[src/rtl/wdt_bank_pkg.sv]
package wdt_bank_pkg;
  localparam int unsigned DATA_W   = 32;
  localparam int unsigned CODE_W   = 8;
  localparam int unsigned PAUSE_B  = 8;
  localparam int unsigned ARM_B    = 9;
  localparam int unsigned PTR_W    = 21;
  localparam int unsigned VER_W    = 3;

  typedef enum logic [1:0] {
    SEL_NONE = 2'd0,
    SEL_CS   = 2'd1,
    SEL_PTR  = 2'd2
  } word_sel_e;

  typedef struct packed {
    logic paused;
    logic arm;
  } slot_state_t;
endpackage

[src/rtl/wdt_addr_dec.sv]
module wdt_addr_dec
  import wdt_bank_pkg::*;
#(
  parameter int unsigned N_CORES = 4,
  parameter int unsigned ADDR_W  = 8,
  parameter int unsigned STRIDE  = 32,
  parameter int unsigned CS_OFS  = 4,
  parameter int unsigned PTR_OFS = 8,
  localparam int unsigned IDX_W  = (N_CORES > 1) ? $clog2(N_CORES) : 1,
  localparam int unsigned SLOT_LSB = $clog2(STRIDE)
) (
  input  logic [ADDR_W-1:0] addr_i,
  output word_sel_e         sel_o,
  output logic [IDX_W-1:0]  idx_o
);
  logic [ADDR_W-1:0]   slot;
  logic [SLOT_LSB-1:0] ofs;
  logic                in_range;

  assign slot     = addr_i >> SLOT_LSB;
  assign ofs      = addr_i[SLOT_LSB-1:0];
  assign in_range = (slot < ADDR_W'(N_CORES));
  assign idx_o    = slot[IDX_W-1:0];

  always_comb begin
    sel_o = SEL_NONE;
    if (in_range) begin
      if (ofs == SLOT_LSB'(CS_OFS))       sel_o = SEL_CS;
      else if (ofs == SLOT_LSB'(PTR_OFS)) sel_o = SEL_PTR;
    end
  end
endmodule

[src/rtl/wdt_core_slot.sv]
module wdt_core_slot
  import wdt_bank_pkg::*;
#(
  parameter logic [CODE_W-1:0] PAUSE_CODE = 8'h76
) (
  input  logic              clk_i,
  input  logic              rst_ni,
  input  logic              cs_we_i,
  input  logic [DATA_W-1:0] wdata_i,
  input  logic              pwr_active_i,
  output slot_state_t       state_o
);
  slot_state_t q, d;

  always_comb begin
    d = q;
    if (cs_we_i) begin
      // clear beats set when both arrive together
      if (wdata_i[PAUSE_B])                          d.paused = 1'b0;
      else if (wdata_i[CODE_W-1:0] == PAUSE_CODE)    d.paused = 1'b1;
      if (wdata_i[ARM_B])                            d.arm    = 1'b1;
    end
    if (!pwr_active_i) d.arm = 1'b0;
  end

  always_ff @(posedge clk_i or negedge rst_ni) begin
    if (!rst_ni) q <= '0;
    else         q <= d;
  end

  assign state_o = q;
endmodule

[src/rtl/wdt_rd_mux.sv]
module wdt_rd_mux
  import wdt_bank_pkg::*;
#(
  parameter int unsigned N_CORES = 4,
  parameter logic [PTR_W-1:0] PTR_BASE = 21'h78300,
  parameter logic [PTR_W-1:0] PTR_STEP = 21'h100,
  parameter logic [VER_W-1:0] VERSION  = 3'd0,
  localparam int unsigned IDX_W = (N_CORES > 1) ? $clog2(N_CORES) : 1
) (
  input  logic               clk_i,
  input  logic               rst_ni,
  input  word_sel_e          sel_i,
  input  logic [IDX_W-1:0]   idx_i,
  input  slot_state_t        state_i [N_CORES],
  output logic [DATA_W-1:0]  rdata_o
);
  logic [DATA_W-1:0] rd_d;
  logic [PTR_W-1:0]  ptr_val;
  slot_state_t       cur;

  assign ptr_val = PTR_BASE + PTR_STEP * PTR_W'(idx_i);

  always_comb begin
    cur = '0;
    for (int k = 0; k < N_CORES; k++)
      if (idx_i == IDX_W'(k)) cur = state_i[k];
  end

  always_comb begin
    rd_d = '0;
    unique case (sel_i)
      SEL_CS: begin
        rd_d[PAUSE_B] = cur.paused;
        rd_d[ARM_B]   = cur.arm;
      end
      SEL_PTR: begin
        rd_d[PTR_W-1:0]           = ptr_val;
        rd_d[PTR_W+VER_W-1:PTR_W] = VERSION;
      end
      default: rd_d = '0;
    endcase
  end

  always_ff @(posedge clk_i or negedge rst_ni) begin
    if (!rst_ni) rdata_o <= '0;
    else         rdata_o <= rd_d;
  end
endmodule

[src/rtl/wdt_ctrl_bank.sv]
module wdt_ctrl_bank
  import wdt_bank_pkg::*;
#(
  parameter int unsigned N_CORES = 4,
  parameter int unsigned ADDR_W  = 8,
  parameter int unsigned STRIDE  = 32,
  parameter int unsigned CS_OFS  = 4,
  parameter int unsigned PTR_OFS = 8,
  parameter logic [7:0]  PAUSE_CODE = 8'h76,
  parameter logic [20:0] PTR_BASE = 21'h78300,
  parameter logic [20:0] PTR_STEP = 21'h100,
  parameter logic [2:0]  VERSION  = 3'd0
) (
  input  logic               clk_i,
  input  logic               rst_ni,
  input  logic [N_CORES-1:0] core_rst_ni,
  input  logic [N_CORES-1:0] pwr_active_i,
  input  logic [ADDR_W-1:0]  addr_i,
  input  logic [31:0]        wdata_i,
  input  logic               we_i,
  output logic [31:0]        rdata_o,
  output logic [N_CORES-1:0] pause_o,
  output logic [N_CORES-1:0] rst_arm_o
);
  localparam int unsigned IDX_W = (N_CORES > 1) ? $clog2(N_CORES) : 1;

  word_sel_e        sel;
  logic [IDX_W-1:0] idx;
  slot_state_t      state [N_CORES];

  wdt_addr_dec #(
    .N_CORES(N_CORES), .ADDR_W(ADDR_W), .STRIDE(STRIDE),
    .CS_OFS(CS_OFS), .PTR_OFS(PTR_OFS)
  ) i_dec (
    .addr_i(addr_i),
    .sel_o (sel),
    .idx_o (idx)
  );

  for (genvar k = 0; k < N_CORES; k++) begin : g_core
    logic cs_we;
    logic slot_rst_n;
    assign cs_we      = we_i && (sel == SEL_CS) && (idx == IDX_W'(k));
    assign slot_rst_n = rst_ni & core_rst_ni[k];

    wdt_core_slot #(.PAUSE_CODE(PAUSE_CODE)) i_slot (
      .clk_i       (clk_i),
      .rst_ni      (slot_rst_n),
      .cs_we_i     (cs_we),
      .wdata_i     (wdata_i),
      .pwr_active_i(pwr_active_i[k]),
      .state_o     (state[k])
    );

    assign pause_o[k]   = state[k].paused;
    assign rst_arm_o[k] = state[k].arm;
  end

  wdt_rd_mux #(
    .N_CORES(N_CORES), .PTR_BASE(PTR_BASE), .PTR_STEP(PTR_STEP), .VERSION(VERSION)
  ) i_rd (
    .clk_i  (clk_i),
    .rst_ni (rst_ni),
    .sel_i  (sel),
    .idx_i  (idx),
    .state_i(state),
    .rdata_o(rdata_o)
  );
endmodule

[config.mk]
export PLATFORM = sky130hd
export DESIGN_NAME = wdt_ctrl_bank
export DESIGN_NICKNAME = d
export VERILOG_FILES = /design/src/rtl/wdt_bank_pkg.sv /design/src/rtl/wdt_addr_dec.sv /design/src/rtl/wdt_core_slot.sv /design/src/rtl/wdt_rd_mux.sv /design/src/rtl/wdt_ctrl_bank.sv
export SDC_FILE = /design/constraint.sdc
export NUM_CORES = 1
export LEC_CHECK = 0
export BUFFER_PORTS_ARGS = -buffer_cell sky130_fd_sc_hd__buf_4
export CAP_MARGIN = 10
export CORE_ASPECT_RATIO = 1.2
export CORE_MARGIN = 4
export CORE_UTILIZATION = 38
export CTS_CLUSTER_SIZE = 20
export DETAILED_ROUTE_END_ITERATION = 8
export HOLD_SLACK_MARGIN = 0.02
export PLACE_DENSITY = 0.92
export SYNTH_ARGS = -nofsm -noshare
export SYNTH_HDL_FRONTEND = slang
export SYNTH_SLANG_ARGS = --single-unit
[constraint.sdc]
create_clock -name clk_i -period 3.3 [get_ports clk_i]
set_clock_uncertainty 0.15 [all_clocks]
set_input_delay 0.66 -clock clk_i [delete_from_list [all_inputs] [get_ports clk_i]]
set_output_delay 0.66 -clock clk_i [all_outputs]
set_load 0.05 [all_outputs]
==> reports/metrics.yaml, run 1 <==
critPathTopFamily: "flip-flops"
min_period_ps: 1710
p_leak_nw: 0.613
top_layer: "met4"
hold_viol: 0
die_w_um: 52.7
drive_gt1_frac: 0.342
rows: 19
coreArea_um2: 2280
clock-sinks: 12
cp_slowest_stage_delay_ps: 410
antenna_found_initial: 0
dp_hpwl_um: 1730
clk_latency_ps: 270
wl_per_cell_um: 11.3
wl_met2_um: 1080
power_frac_comb: 0.318
die-height_um: 61.6
start_kind: "flip-flop"
ant_nets: 0
maxCapViolations: 0
area_growth_pct: 30.1
drv_slew: 0
io_pins: 91
hold_buffers: 0
grt_pass1_wl_um: 2820
yosysUniqueCellTypes: 25
netSwitchingPower_uw: 140
max_freq_mhz: 585
grt_overflow: 0
grt_max_degree: 10
rr_startpoint: "g_core[1].i_slot.state_o[1]"
grt_usage: 0.115
place_ws_ps: 1340
place.gp.congestion: 0.810
tns_ps: 0
cp_num_buf_inv: 1
synth-compound-area-share: 0.129
p_int_uw: 248
cp.required_ps: 2490
synth_area_per_cell_um2: 8.50
yosys.area.top_type_share: 0.330
end_kind: "primary output"
startpoint: "g_core[1].i_slot.state_o[1]"
seq_area_frac_synth: 0.330
first_global_vias: 682
yosys-mux-area-fraction: 0
vias: 775
netSwitchingFraction: 0.362
wirelength_um: 2030
rsz0062_at_grt: "no"
drt_iter0_drc: 16
worstPathCellList: "buf_4"
outcome: "finished clean"
die-area_um2: 3240
htree_levels: 1
cp_max_fo: 4
worstSetupPathType: "flip-flop to primary output"
arrival_ps: 900
cts_setup_buffers: 0
synth_top_family_by_area: "buffers and inverters"
ys_ff_latch: 12
fillerInstances: 214
p_seq_frac: 0.381
vias_per_cell: 4.31
synthCells: 107
cts_tree: "yes"
synthAdderAreaFrac: 0.0550
initial_core_util: 0.399
setup_slack_ps: 1590
port_buffers: 43
wl_met1_um: 747
drc: 0
yosysTopAreaCell: "dfrtp_1"
peakVddDrop_v: 0.000200
diodes: 0
power.clock.fraction: 0.301
synth_area_um2: 910
clockBufferDepth: 2
first_pass_iters: 4
post-route-period-util: 0.518
synth_xor_area_frac: 0
ys_warn_count: 0
wl_met3_um: 195
setup_viol: 0
slowest_stage: "dfrtp_1"
final_util: 0.519
clk_pin_slew_worst_paths_ps: 80
post_cts_resized: 0
cts_root_buffer: "clkbuf_4"
hp-class: "primary input to async pin"
powerDensity_nw_per_um2: 328
synth-simple-area-share: 0.234
numCtsBuffers: 3
ys_top_cells_by_area: "dfrtp_1 (33%), buf_4 (23%), ha_1 (5.5%)"
final_nets: 205
-- kinds of logic (layout without fill, tap and decap cells) --
family | after synthesis | after routing
buf+inv | 32 | 50
simple gates | 38 | 38
other cells | 1 | 25
compound gates | 20 | 20
flops | 12 | 12
fa+ha+maj | 4 | 4
-- path summary, 6_finish.rpt --
path	cells past startpoint	endpoint	slack [ps]
max	1	pause_o[1]	1590
min	1	i_rd.rdata_o[9]	30
max reg2reg	4	i_rd.rdata_o[8]	2050
min reg2reg	2	g_core[2].i_slot.state_o[0]	370
max in group asynchronous	2	g_core[1].i_slot.state_o[1]	2680
min in group clk_i	2	g_core[2].i_slot.state_o[0]	370
-- power by group through the flow --
stage	clock network [mW]	registers (mW)	logic, mW
3_3_place_gp	0	0.151	0.120
4_1_cts	0.118	0.148	0.123
6_report	0.117	0.148	0.123
5_1_grt	0.126	0.148	0.131
2_1_floorplan	0	0.152	0.108
3_5_place_dp	0	0.151	0.122
-- state kept, by name, summed over array words and instances, names as in the netlist --
| register | count |
|---|---|
| i_rd.rdata_o | 4 |
| g_core.i_slot.state_o | 8 |
-- synthesized netlist by cell type --
cell type  count
buf_4         28
dfrtp_1       12
nor2_1        11
nand2_1       10
a21oi_1        6
o21ai_0        6
and2_1         4
ha_1           4
o21a_1         4
inv_1          3
a211oi_1       2
a31oi_1        2
nand3_1        2
nor2b_1        2
and4_2         1
clkbuf_1       1
conb_1         1
nand2b_1       1
nand4_1        1
nand4b_1       1
nor3_1         1
nor3_2         1
nor3b_1        1
nor4_4         1
or4_4          1
-- placed cells by master (no fill, tap or decap), drive strengths merged --
| cell | n |
|---|---|
| a211oi | 2 |
| a21oi | 6 |
| a31oi | 2 |
| and2 | 4 |
| and4 | 1 |
| buf | 43 |
| clkbuf | 4 |
| conb | 25 |
| dfrtp | 12 |
| ha | 4 |
| inv | 3 |
| nand2 | 10 |
| nand2b | 1 |
| nand3 | 2 |
| nand4 | 1 |
| nand4b | 1 |
| nor2 | 11 |
| nor2b | 2 |
| nor3 | 2 |
| nor3b | 1 |
| nor4 | 1 |
| o21a | 4 |
| o21ai | 6 |
| or4 | 1 |
-- area by class of cell --
class,instances,area [µm²],area share
flip-flops and latches,12,300,0.254
inverters,3,11.3,0.00951
repair buffers,43,323,0.273
well taps,31,38.8,0.0328
clock buffers,4,36.3,0.0307
multi-input cells,87,474,0.401
-- metrics by stage --
stage	area [µm²]	hold slack, ps	instances	power [mW]
after floorplan	1000	214	131	0.261
after global placement	1150	324	176	0.270
after detailed placement	1150	326	176	0.273
after CTS	1180	34.2	180	0.388
after global routing	1180	24.4	180	0.405
final	1180	32.8	180	0.388
-- per-layer routing --
layer	track usage	vias up
met5	0	-
met4	0.0438	0
met3	0.0339	2
met2	0.200	39
met1	0.132	345
li1	-	389
Note: power is estimated with default switching activity, not from simulation.
==> run 2, diff against run 1 <==
--- a/config.mk
+++ b/config.mk
@@ -9,11 +9,11 @@
 export CAP_MARGIN = 10
 export CORE_ASPECT_RATIO = 1.2
 export CORE_MARGIN = 4
-export CORE_UTILIZATION = 38
+export CORE_UTILIZATION = 35
 export CTS_CLUSTER_SIZE = 20
 export DETAILED_ROUTE_END_ITERATION = 8
 export HOLD_SLACK_MARGIN = 0.02
-export PLACE_DENSITY = 0.92
+export PLACE_DENSITY = 0.86
 export SYNTH_ARGS = -nofsm -noshare
 export SYNTH_HDL_FRONTEND = slang
 export SYNTH_SLANG_ARGS = --single-unit
==> constraint.sdc (replaced) <==
create_clock -name clk_i -period 1.6 [get_ports clk_i]
set_clock_uncertainty 0.15 [all_clocks]
set_input_delay 0.32 -clock clk_i [delete_from_list [all_inputs] [get_ports clk_i]]
set_output_delay 0.32 -clock clk_i [all_outputs]
set_load 0.05 [all_outputs]
==> reports/metrics.yaml, run 2 (synthesized netlist as in run 1, its figures left out) <==
htree_levels: 1
worstPathCellList: "buf_4"
max_freq_mhz: 735
netSwitchingFraction: 0.358
layout_commonest_cell: "buf_4"
hold_viol: 0
cp_num_buf_inv: 1
cts_tree: "yes"
critPathTopFamily: "flip-flops"
clockBufferDepth: 2
min_period_ps: 1360
rows: 20
holdWs_ps: 109
cp.required_ps: 1130
grt_pass1_wl_um: 3220
reg2reg_depth: 4
wirelength_um: 2060
slowest_stage: "dfrtp_1"
place.gp.congestion: 0.717
dp_cells: 183
multi_input_area_um2: 474
powerDensity_nw_per_um2: 641
port_buffers: 43
io_pins: 91
use_met1: 0.140
vias_per_cell: 4.19
grt_overflow: 0
antenna_found_initial: 0
final_area_um2: 1270
power_frac_comb: 0.331
start_kind: "flip-flop"
p_seq_frac: 0.373
die_w_um: 54.5
clk_pin_slew_worst_paths_ps: 70
diodes: 0
clk_latency_ps: 270
worstSetupPathType: "flip-flop to primary output"
die-area_um2: 3480
ant_nets: 0
tns_ps: 0
grt_usage: 0.125
initial_core_util: 0.363
cp_slowest_stage_delay_ps: 410
cts_root_buffer: "clkbuf_4"
rsz0062_at_grt: "no"
die-height_um: 63.8
stdcell_count: 192
power.clock.fraction: 0.296
met3_usage: 0.0350
outcome: "finished clean"
post-route-period-util: 0.851
setup_viol: 0
vias: 805
busiest_layer: "met2"
maxCapViolations: 0
final_nets: 215
first_pass_iters: 3
area_growth_pct: 40.0
p_int_uw: 524
layout_common_cells: "buf_4 (48), conb_1 (25), dfrtp_1 (12)"
wl_per_cell_um: 10.8
register_area_um2: 300
numCtsBuffers: 3
drv_slew: 0
cts_setup_buffers: 0
clock-sinks: 12
first_global_vias: 754
drt_iter0_drc: 7
largest_reg_flops: 8
cp_max_fo: 4
peakVddDrop_v: 0.000459
netSwitchingPower_uw: 292
end_kind: "primary output"
dpl_cell_area_um2: 1190
grt_max_degree: 9
drc: 0
arrival_ps: 890
fillerInstances: 256
holdPathStages: 3
drive_gt1_frac: 0.352
met2_usage: 0.211
cp_num_cells: 1
p_leak_nw: 0.660
hp-class: "primary input to flip-flop"
coreArea_um2: 2500
dp_hpwl_um: 1680
[run 2: area by class of cell]
class | instances | area share
clock buffers | 4 | 0.0285
inverters | 3 | 0.00884
multi-input cells | 87 | 0.372
flip-flops and latches | 12 | 0.236
well taps | 33 | 0.0324
repair buffers | 53 | 0.322
[run 2: worst paths after layout]
check / end / startpoint / slack (ps)
worst max-delay path: pause_o[1] / g_core[1].i_slot.state_o[1] / 240
worst min-delay path: g_core[1].i_slot.state_o[0] / pwr_active_i[1] / 110
worst max register to register: i_rd.rdata_o[8] / g_core[1].i_slot.state_o[1] / 330
worst min register to register: g_core[3].i_slot.state_o[0] / g_core[3].i_slot.state_o[0] / 370
max in group asynchronous: g_core[2].i_slot.state_o[1] / rst_ni / 770
min in group asynchronous: i_rd.rdata_o[9] / rst_ni / 240
[run 2: power by group through the flow]
stage / clock [mW] / sequential (mW) / combinational (mW)
finish: 0.242 / 0.304 / 0.270
global route: 0.265 / 0.305 / 0.291
CTS: 0.247 / 0.304 / 0.269
detailed placement: 0 / 0.311 / 0.259
global placement: 0 / 0.310 / 0.256
floorplan: 0 / 0.314 / 0.223
[run 2: worst register-to-register path: stages, from the launching register on]
cell and delay [ps]:
dfrtp_1 410, a211oi_1 240, o21ai_0 110, a31oi_1 190, nor2_1 60
[run 2: per-layer routing]
metal | routed length [µm] | vias up | share of wire
met5 | 0 | - | 0
met4 | 33 | 0 | 0.016
met3 | 211 | 5 | 0.10
met2 | 1070 | 42 | 0.52
met1 | 748 | 350 | 0.36
li1 | - | 408 | -
[run 2: per-stage QoR]
step	util	worst slack [ps]	power [mW]
floorplan	-	176	0.538
global placement	0.475	26.3	0.566
detailed placement	0.475	19.9	0.569
CTS	0.509	229	0.820
global route	0.509	187	0.861
finish	0.509	239	0.816
[run 2: repair_timing]
| item | in CTS | in global routing |
|---|---|---|
| hold buffers | 5 | 0 |
| gates resized for setup | 0 | 0 |
| hold endpoints to repair | 12 | 0 |
